### config.mk
export PLATFORM = sky130hd
export DESIGN_NAME = rtc_calendar
export DESIGN_NICKNAME = d
export VERILOG_FILES = /design/src/rtl/rtc_pkg.sv /design/src/rtl/rtc_prescaler.sv /design/src/rtl/rtc_timekeeper.sv /design/src/rtl/rtc_alarm_match.sv /design/src/rtl/rtc_calendar.sv
export SDC_FILE = /design/constraint.sdc
export NUM_CORES = 1
export LEC_CHECK = 0
export BUFFER_PORTS_ARGS = -buffer_cell sky130_fd_sc_hd__buf_4
export CORE_UTILIZATION = 51
export CTS_CLUSTER_SIZE = 20
export DETAILED_ROUTE_END_ITERATION = 10
export GPL_TIMING_DRIVEN = 0
export PLACE_DENSITY = 0.78
export SETUP_SLACK_MARGIN = 0.02
export SLEW_MARGIN = 10
export SYNTH_ARGS = -nofsm -noshare
export SYNTH_HDL_FRONTEND = slang
export SYNTH_SLANG_ARGS = --single-unit
export TNS_END_PERCENT = 20
### constraint.sdc
create_clock -name clk -period 8.7 [get_ports clk]
set_input_delay 1.74 -clock clk [delete_from_list [all_inputs] [get_ports clk]]
set_output_delay 1.74 -clock clk [all_outputs]
set_load 0.01 [all_outputs]
### src/rtl/rtc_pkg.sv
// Shared types and BCD calendar helpers for the real-time clock.
// Assumes all stored fields are valid BCD values.
package rtc_pkg;

    typedef struct packed {
        logic [7:0] year;
        logic [7:0] mon;
        logic [7:0] day;
        logic [2:0] wday;
        logic [7:0] hour;
        logic [7:0] min;
        logic [7:0] sec;
    } rtc_time_t;

    // Index of each alarm compare field in an enable vector
    localparam int F_MIN  = 0;
    localparam int F_HOUR = 1;
    localparam int F_WDAY = 2;
    localparam int F_DAY  = 3;
    localparam int F_MON  = 4;

    // BCD increment without wrap handling (caller wraps)
    function automatic logic [7:0] bcd_next(input logic [7:0] v);
        if (v[3:0] == 4'd9)
            return {v[7:4] + 4'd1, 4'd0};
        else
            return {v[7:4], v[3:0] + 4'd1};
    endfunction

    // Leap when the two-digit year's value is a multiple of four
    function automatic logic is_leap(input logic [7:0] year);
        logic [6:0] b;
        b = 7'(year[7:4]) * 7'd10 + 7'(year[3:0]);
        return (b[1:0] == 2'b00);
    endfunction

    // Last day of a month, in BCD
    function automatic logic [7:0] month_last_day(input logic [7:0] mon,
                                                  input logic [7:0] year);
        case (mon)
            8'h02:                      return is_leap(year) ? 8'h29 : 8'h28;
            8'h04, 8'h06, 8'h09, 8'h11: return 8'h30;
            default:                    return 8'h31;
        endcase
    endfunction

endpackage

### src/rtl/rtc_prescaler.sv
// Divides the reference strobe into seconds.
// Produces the per-second and half-second strobes and the square wave.
// Assumes TPS is even and at least 2; a clear restarts the second.
module rtc_prescaler #(
    parameter int TPS = 32768
) (
    input  logic clk,
    input  logic rst_n,
    input  logic base_tick,
    input  logic clear,
    output logic sec_tick,
    output logic half_tick,
    output logic sq_out
);
    localparam int CW = (TPS > 2) ? $clog2(TPS) : 1;
    localparam logic [CW-1:0] LAST    = CW'(TPS - 1);
    localparam logic [CW-1:0] HALF    = CW'(TPS / 2);
    localparam logic [CW-1:0] HALF_M1 = CW'(TPS / 2 - 1);

    logic [CW-1:0] cnt;

    // Strobe counter, restarted by reset or clear
    always_ff @(posedge clk) begin
        if (!rst_n)
            cnt <= '0;
        else if (clear)
            cnt <= '0;
        else if (base_tick)
            cnt <= (cnt == LAST) ? '0 : cnt + 1'b1;
    end

    // Strobes for the second and half second, suppressed by a clear
    always_comb begin
        sec_tick  = base_tick && !clear && (cnt == LAST);
        half_tick = base_tick && !clear && ((cnt == LAST) || (cnt == HALF_M1));
        sq_out    = (cnt < HALF);
    end

    // square wave falls after the middle strobe
    p_sq_fall_r6: assert property (@(posedge clk) disable iff (!rst_n)
        (base_tick && !clear && cnt == HALF_M1) |=> !sq_out);

    // a clear restarts the second with the wave high
    p_clear_restart_r7: assert property (@(posedge clk) disable iff (!rst_n)
        clear |=> (sq_out && cnt == '0));

endmodule

### src/rtl/rtc_timekeeper.sv
// Holds the BCD calendar and computes its one-second successor.
// Assumes loaded values are valid BCD within range; a load wins over a tick.
module rtc_timekeeper
    import rtc_pkg::*;
(
    input  logic      clk,
    input  logic      rst_n,
    input  logic      sec_tick,
    input  logic      ld_en,
    input  rtc_time_t ld_time,
    output rtc_time_t cur,
    output rtc_time_t nxt
);
    localparam rtc_time_t RESET_TIME = '{year: 8'h00, mon: 8'h01, day: 8'h01,
                                         wday: 3'd0, hour: 8'h00, min: 8'h00,
                                         sec: 8'h00};

    // Successor time with cascaded carries
    always_comb begin
        nxt = cur;
        if (cur.sec != 8'h59) begin
            nxt.sec = bcd_next(cur.sec);
        end else begin
            nxt.sec = 8'h00;
            if (cur.min != 8'h59) begin
                nxt.min = bcd_next(cur.min);
            end else begin
                nxt.min = 8'h00;
                if (cur.hour != 8'h23) begin
                    nxt.hour = bcd_next(cur.hour);
                end else begin
                    nxt.hour = 8'h00;
                    nxt.wday = (cur.wday == 3'd6) ? 3'd0 : cur.wday + 3'd1;
                    if (cur.day != month_last_day(cur.mon, cur.year)) begin
                        nxt.day = bcd_next(cur.day);
                    end else begin
                        nxt.day = 8'h01;
                        if (cur.mon != 8'h12) begin
                            nxt.mon = bcd_next(cur.mon);
                        end else begin
                            nxt.mon  = 8'h01;
                            nxt.year = (cur.year == 8'h99) ? 8'h00 : bcd_next(cur.year);
                        end
                    end
                end
            end
        end
    end

    // Time register: reset, load, or advance
    always_ff @(posedge clk) begin
        if (!rst_n)
            cur <= RESET_TIME;
        else if (ld_en)
            cur <= ld_time;
        else if (sec_tick)
            cur <= nxt;
    end

    // time holds between ticks
    p_hold_r2: assert property (@(posedge clk) disable iff (!rst_n)
        (!sec_tick && !ld_en) |=> $stable(cur));

    // seconds wrap from 59 and minutes move
    p_sec_wrap_r2: assert property (@(posedge clk) disable iff (!rst_n)
        (sec_tick && !ld_en && cur.sec == 8'h59) |=>
            (cur.sec == 8'h00 && cur.min != $past(cur.min)));

    // a load lands exactly
    p_load_exact_r7: assert property (@(posedge clk) disable iff (!rst_n)
        ld_en |=> (cur == $past(ld_time)));

    // a day change on the last day of a month resets the day to 01
    p_month_end_r3: assert property (@(posedge clk) disable iff (!rst_n)
        (sec_tick && !ld_en && cur.sec == 8'h59 && cur.min == 8'h59 &&
         cur.hour == 8'h23 && cur.day == 8'h31) |=> (cur.day == 8'h01));

endmodule

### src/rtl/rtc_alarm_match.sv
// Compares a candidate time against one alarm's programmed fields.
// FIELD_MASK selects which compare fields this channel has; enables
// outside the mask are ignored. No enabled field means a match.
module rtc_alarm_match
    import rtc_pkg::*;
#(
    parameter logic [4:0] FIELD_MASK = 5'b00111
) (
    input  rtc_time_t  cand,
    input  logic [4:0] en,
    input  logic [7:0] a_min,
    input  logic [7:0] a_hour,
    input  logic [2:0] a_wday,
    input  logic [7:0] a_day,
    input  logic [7:0] a_mon,
    output logic       hit
);
    logic [4:0] eff;
    logic [4:0] eq;

    // Per-field equality and the masked all-match
    always_comb begin
        eff        = en & FIELD_MASK;
        eq[F_MIN]  = (cand.min  == a_min);
        eq[F_HOUR] = (cand.hour == a_hour);
        eq[F_WDAY] = (cand.wday == a_wday);
        eq[F_DAY]  = (cand.day  == a_day);
        eq[F_MON]  = (cand.mon  == a_mon);
        hit        = &(eq | ~eff);
    end

endmodule

### src/rtl/rtc_calendar.sv
// Top of the calendar clock: divider, timekeeper, two alarm matchers
// and the registered interrupt pulses. Interrupt pulses appear together
// with the time update they belong to. Assumes base_tick is one cycle wide.
module rtc_calendar
    import rtc_pkg::*;
#(
    parameter int TICKS_PER_SEC = 32768
) (
    input  logic       clk,
    input  logic       rst_n,
    input  logic       base_tick,
    input  logic       ld_en,
    input  logic [7:0] ld_sec,
    input  logic [7:0] ld_min,
    input  logic [7:0] ld_hour,
    input  logic [2:0] ld_wday,
    input  logic [7:0] ld_day,
    input  logic [7:0] ld_mon,
    input  logic [7:0] ld_year,
    input  logic [2:0] al1_en,
    input  logic [2:0] al1_wday,
    input  logic [7:0] al1_hour,
    input  logic [7:0] al1_min,
    input  logic [3:0] al2_en,
    input  logic [7:0] al2_mon,
    input  logic [7:0] al2_day,
    input  logic [7:0] al2_hour,
    input  logic [7:0] al2_min,
    output logic [7:0] sec_o,
    output logic [7:0] min_o,
    output logic [7:0] hour_o,
    output logic [2:0] wday_o,
    output logic [7:0] day_o,
    output logic [7:0] mon_o,
    output logic [7:0] year_o,
    output logic       irq_half,
    output logic       irq_sec,
    output logic       irq_min,
    output logic       irq_alm1,
    output logic       irq_alm2,
    output logic       sq1hz
);
    localparam int NUM_ALARMS = 2;

    logic      sec_tick;
    logic      half_tick;
    rtc_time_t ld_time;
    rtc_time_t cur;
    rtc_time_t nxt;
    logic [4:0] al_en   [NUM_ALARMS];
    logic [7:0] al_min  [NUM_ALARMS];
    logic [7:0] al_hour [NUM_ALARMS];
    logic [2:0] al_wday [NUM_ALARMS];
    logic [7:0] al_day  [NUM_ALARMS];
    logic [7:0] al_mon  [NUM_ALARMS];
    logic [NUM_ALARMS-1:0] al_hit;
    logic [NUM_ALARMS-1:0] al_irq;

    // Gather the load fields into one time word
    always_comb begin
        ld_time = '{year: ld_year, mon: ld_mon, day: ld_day, wday: ld_wday,
                    hour: ld_hour, min: ld_min, sec: ld_sec};
    end

    // Map each channel's enables onto the common field positions
    always_comb begin
        al_en[0]   = {2'b00, al1_en};
        al_min[0]  = al1_min;
        al_hour[0] = al1_hour;
        al_wday[0] = al1_wday;
        al_day[0]  = 8'h00;
        al_mon[0]  = 8'h00;
        al_en[1]   = {al2_en[3], al2_en[2], 1'b0, al2_en[1:0]};
        al_min[1]  = al2_min;
        al_hour[1] = al2_hour;
        al_wday[1] = 3'd0;
        al_day[1]  = al2_day;
        al_mon[1]  = al2_mon;
    end

    rtc_prescaler #(.TPS(TICKS_PER_SEC)) u_presc (
        .clk       (clk),
        .rst_n     (rst_n),
        .base_tick (base_tick),
        .clear     (ld_en),
        .sec_tick  (sec_tick),
        .half_tick (half_tick),
        .sq_out    (sq1hz)
    );

    rtc_timekeeper u_keep (
        .clk      (clk),
        .rst_n    (rst_n),
        .sec_tick (sec_tick),
        .ld_en    (ld_en),
        .ld_time  (ld_time),
        .cur      (cur),
        .nxt      (nxt)
    );

    // One matcher per alarm; the mask picks the channel's field set
    for (genvar g = 0; g < NUM_ALARMS; g++) begin : g_alarm
        localparam logic [4:0] MASK = (g == 0) ? 5'b00111 : 5'b11011;
        rtc_alarm_match #(.FIELD_MASK(MASK)) u_match (
            .cand   (nxt),
            .en     (al_en[g]),
            .a_min  (al_min[g]),
            .a_hour (al_hour[g]),
            .a_wday (al_wday[g]),
            .a_day  (al_day[g]),
            .a_mon  (al_mon[g]),
            .hit    (al_hit[g])
        );
    end

    // Interrupt pulses registered alongside the time update
    always_ff @(posedge clk) begin
        if (!rst_n) begin
            irq_half <= 1'b0;
            irq_sec  <= 1'b0;
            irq_min  <= 1'b0;
            al_irq   <= '0;
        end else begin
            irq_half <= half_tick;
            irq_sec  <= sec_tick;
            irq_min  <= sec_tick && (cur.sec == 8'h59);
            for (int i = 0; i < NUM_ALARMS; i++)
                al_irq[i] <= sec_tick && (nxt.sec == 8'h00) && al_hit[i];
        end
    end

    // Drive the field outputs
    always_comb begin
        sec_o    = cur.sec;
        min_o    = cur.min;
        hour_o   = cur.hour;
        wday_o   = cur.wday;
        day_o    = cur.day;
        mon_o    = cur.mon;
        year_o   = cur.year;
        irq_alm1 = al_irq[0];
        irq_alm2 = al_irq[1];
    end

    // the minute pulse comes only with a second pulse at second 00
    p_min_with_sec_r5: assert property (@(posedge clk) disable iff (!rst_n)
        irq_min |-> (irq_sec && sec_o == 8'h00));

    // alarm 1 fires only at second 00
    p_alm1_at_zero_r8: assert property (@(posedge clk) disable iff (!rst_n)
        irq_alm1 |-> (irq_sec && sec_o == 8'h00));

    // alarm 2 fires only at second 00
    p_alm2_at_zero_r9: assert property (@(posedge clk) disable iff (!rst_n)
        irq_alm2 |-> (irq_sec && sec_o == 8'h00));

    // a load raises no alarm or second pulse
    p_no_alarm_on_load_r10: assert property (@(posedge clk) disable iff (!rst_n)
        ld_en |=> (!irq_alm1 && !irq_alm2 && !irq_sec));

endmodule

==> results.yml <==
run_status:
  status: "finished, final reports clean"
worst_setup_path:
  cpPeakStageDelay_ns: 0.62
  worstPathCellList: "buf_4, nand4_1, nor3_1, and3_1, nand2_1, clkbuf_1, nor2_1, nand4_1, a221oi_1, o211a_1"
  rrSetupSlack_ns: 4.87
  path_max_fanout: 10
  crit_start: "base_tick"
  cp_slowest_cell: "a221oi_1"
  r2r-start: "u_keep.cur[4]"
  worstSetupPathType: "in2reg"
  required_ns: 8.98
  endpoint_kind: "flip-flop"
  crit_buf_inv: 2
  r2r_end: "al_irq[1]"
  critPathArrivalTime_ns: 4.68
  critPathTopFamily: "simple AND/OR/NAND/NOR gates"
  r2r_cells: 9
  start_kind: "input pin"
  cp_common_cell: "nand4_1"
power:
  p_seq_share_pct: 37.3
  netSwitchingPower_uw: 302.7
  combPwrFrac_pct: 23.3
  internal_power_uw: 679.0
  leakagePower_nw: 3.238
  sw_frac_of_total_pct: 30.83
  peakVddDrop_uv: 84.10
  power_density_mw_per_mm2: 126.2
  clkPwrFrac_pct: 39.3
cts:
  clock_path_buffers: 2
  cts_setup_buffers: 0
  cts_hold_buffers: 0
  post_cts_resized: 0
  htreeDepth: 3
  cts_inserted_buffers: 9
  clk_latency_ns: 0.35
  path_clk_slew_ns: 0.06
  cts_root_buf: "clkbuf_16"
  cts.sinks: 71
  cts_tree: "built"
die:
  initial_core_util_pct: 52.68
  die_w_um: 110.8
  rows: 39
  io_pins: 170
  fp.coreArea_mm2: 0.01147
  dieArea_mm2: 0.01228
  die_h_um: 110.8
global_route:
  grt_use_met3_pct: 6.233
  overflow: 0
  grt_pass1_wl_mm: 31.85
  antenna_found_initial: 0
  grt_use_total_pct: 32.39
  grt_pass1_vias: 6283
  grt.met1_usage_pct: 41.50
  grt_max_degree: 15
  grt-busiest-layer: "met2"
  use_met2_pct: 52.09
final_layout:
  fin_nets: 1097
  n_fill_cell: 1049
  area_delta_synth_final_pct: 28.75
  drive_above_1_share_pct: 22.62
  final_common_cell: "buf_4"
  n_antenna_cell: 0
  final_cell_mix: "171 x buf_4, 71 x dfxtp_1, 69 x nand2_1"
drt:
  wirelength_mm: 20.10
  vias: 6756
  drcViolationCount: 0
  drtIter0Drc: 434
  drt_pass1_iterations: 7
  avgViaCountPerCell: 6.081
  ant_nets: 0
  post_drt_wl_per_cell_um: 18.09
sta:
  rsz0062_at_grt: "no"
  drv_slew: 0
  slew_headroom_pct: 42.25
  postLayoutSetupSlackWorst_ns: 4.296
  final.min_clock_period_ns: 4.404
  hold_slack_ns: 0.5052
  report.final.setup_viol: 0
  hold_viol: 0
  fin_crit_sh_pct: 50.63
  setup_tns_ns: 0
  fmax_mhz: 227.0
  worst_pin_slew_ns: 0.8662
  worst_clock_skew_ns: 0.01007
min_path:
  min-delay-start: "u_presc.cnt[10]"
  whs_path_depth: 2
  hold_end: "u_presc.cnt[10]"
  hp-class: "reg2reg"
placed_design:
  dp_hpwl_mm: 14.99
  port_buffers: 167
  pre_cts_slack_ns: 3.999
  gp_congestion: 0.9718
logic_synthesis:
  yosys_warnings: 0
  synth_cell_types: 84
  syn_area_per_cell_um2: 7.695
  syn_inst: 785
  synth_nets: 919
  syn_area_mm2: 0.006041
  yosysSeqAreaShare_pct: 23.53
  synth-edff-count: 0
  async_flop_share_pct: 0
  ys_seq_elements: 71
  synthFlopType: "dfxtp_1"
flow_run:
  cap_violations: 0
-- synthesized netlist by cell type, types with 10 or more instances --
cell type	n	area, µm²
nand2_1	69	259.0
a31oi_1	10	62.56
nor3_1	28	140.1
mux2i_1	14	140.1
nand4_1	24	150.1
o211a_1	18	180.2
xnor2_1	33	289.0
a211oi_1	18	135.1
o21ai_0	57	285.3
nor2_1	67	251.5
a21oi_1	46	230.2
dfxtp_1	71	1421
nand3_1	23	115.1
ha_1	21	262.8
inv_1	25	93.84
nor2b_1	22	137.6
clkbuf_1	35	131.4
and2_1	13	81.33
xor2_1	34	297.8
-- flip-flops by register name, summed over array words and instances, names as in the netlist --
register / cells
u_keep.cur: 51
u_presc.cnt: 15
al_irq: 2
irq_half: 1
irq_min: 1
irq_sec: 1
-- worst max path at each step --
stage / slack, ns / end / depth (start not counted)
finish: 4.30 / al_irq[1] / 10
global route: 4.06 / al_irq[1] / 10
CTS: 4.35 / al_irq[1] / 10
detailed placement: 4.00 / al_irq[1] / 10
global placement: 4.02 / al_irq[1] / 10
floorplan: 4.99 / u_keep.cur[20] / 8
-- logic make-up (layout without fill, tap and decap cells) --
kind of cell	count (synthesis)	in the layout	share of synthesized area, %
xor gates and xnor gates	67	67	9.714
AOI/OAI and AO/OA	213	213	24.32
and+or+nand+nor	323	323	30.20
DFF	71	71	23.53
buffers and inverters	76	259	5.572
adders and majority gates	21	21	4.350
muxes	14	14	2.320
-- area by class of cell --
type / count / area, µm² / area share [%]
buffer: 51 / 242.7 / 3.121
sequential: 71 / 1421 / 18.28
multi-input combinational: 638 / 4283 / 55.07
inverter: 25 / 93.84 / 1.207
clock inverter: 7 / 78.83 / 1.014
timing repair buffer: 167 / 1254 / 16.12
tap: 143 / 178.9 / 2.301
clock buffer: 9 / 225.2 / 2.896
-- stage by stage --
step	std cells	power (mW)	instance area, µm²	utilization, %
6_report	1111	0.9817	7777	67.82
5_1_grt	1111	1.024	7777	67.82
4_1_cts	1111	0.9826	7777	67.82
3_5_place_dp	1095	0.5977	7473	65.17
3_3_place_gp	1095	0.5940	7473	65.17
2_1_floorplan	785	0.4938	6041	-
-- power by group through the flow --
stage | logic, mW | clock network [mW] | registers (mW)
2_1_floorplan | 0.121 | 0 | 0.373
3_3_place_gp | 0.222 | 0 | 0.372
3_5_place_dp | 0.225 | 0 | 0.373
4_1_cts | 0.227 | 0.390 | 0.366
5_1_grt | 0.249 | 0.407 | 0.369
6_report | 0.229 | 0.386 | 0.367
-- layer usage --
metal  vias to the layer above  wire [µm]
li1                       3227          -
met1                      3137       8570
met2                       333       9195
met3                        59       1581
met4                         0        756
met5                         -          0
-- worst reg2reg max path: stages (launching register included) --
cell	delay, ns
dfxtp_1	0.45
ha_1	0.27
nand3b_1	0.38
nor4_4	0.73
mux2i_1	0.52
xnor2_1	0.12
nor3_1	0.26
nand4_1	0.13
a221oi_1	0.66
o211a_1	0.25
(Power assumes the default switching activity.)
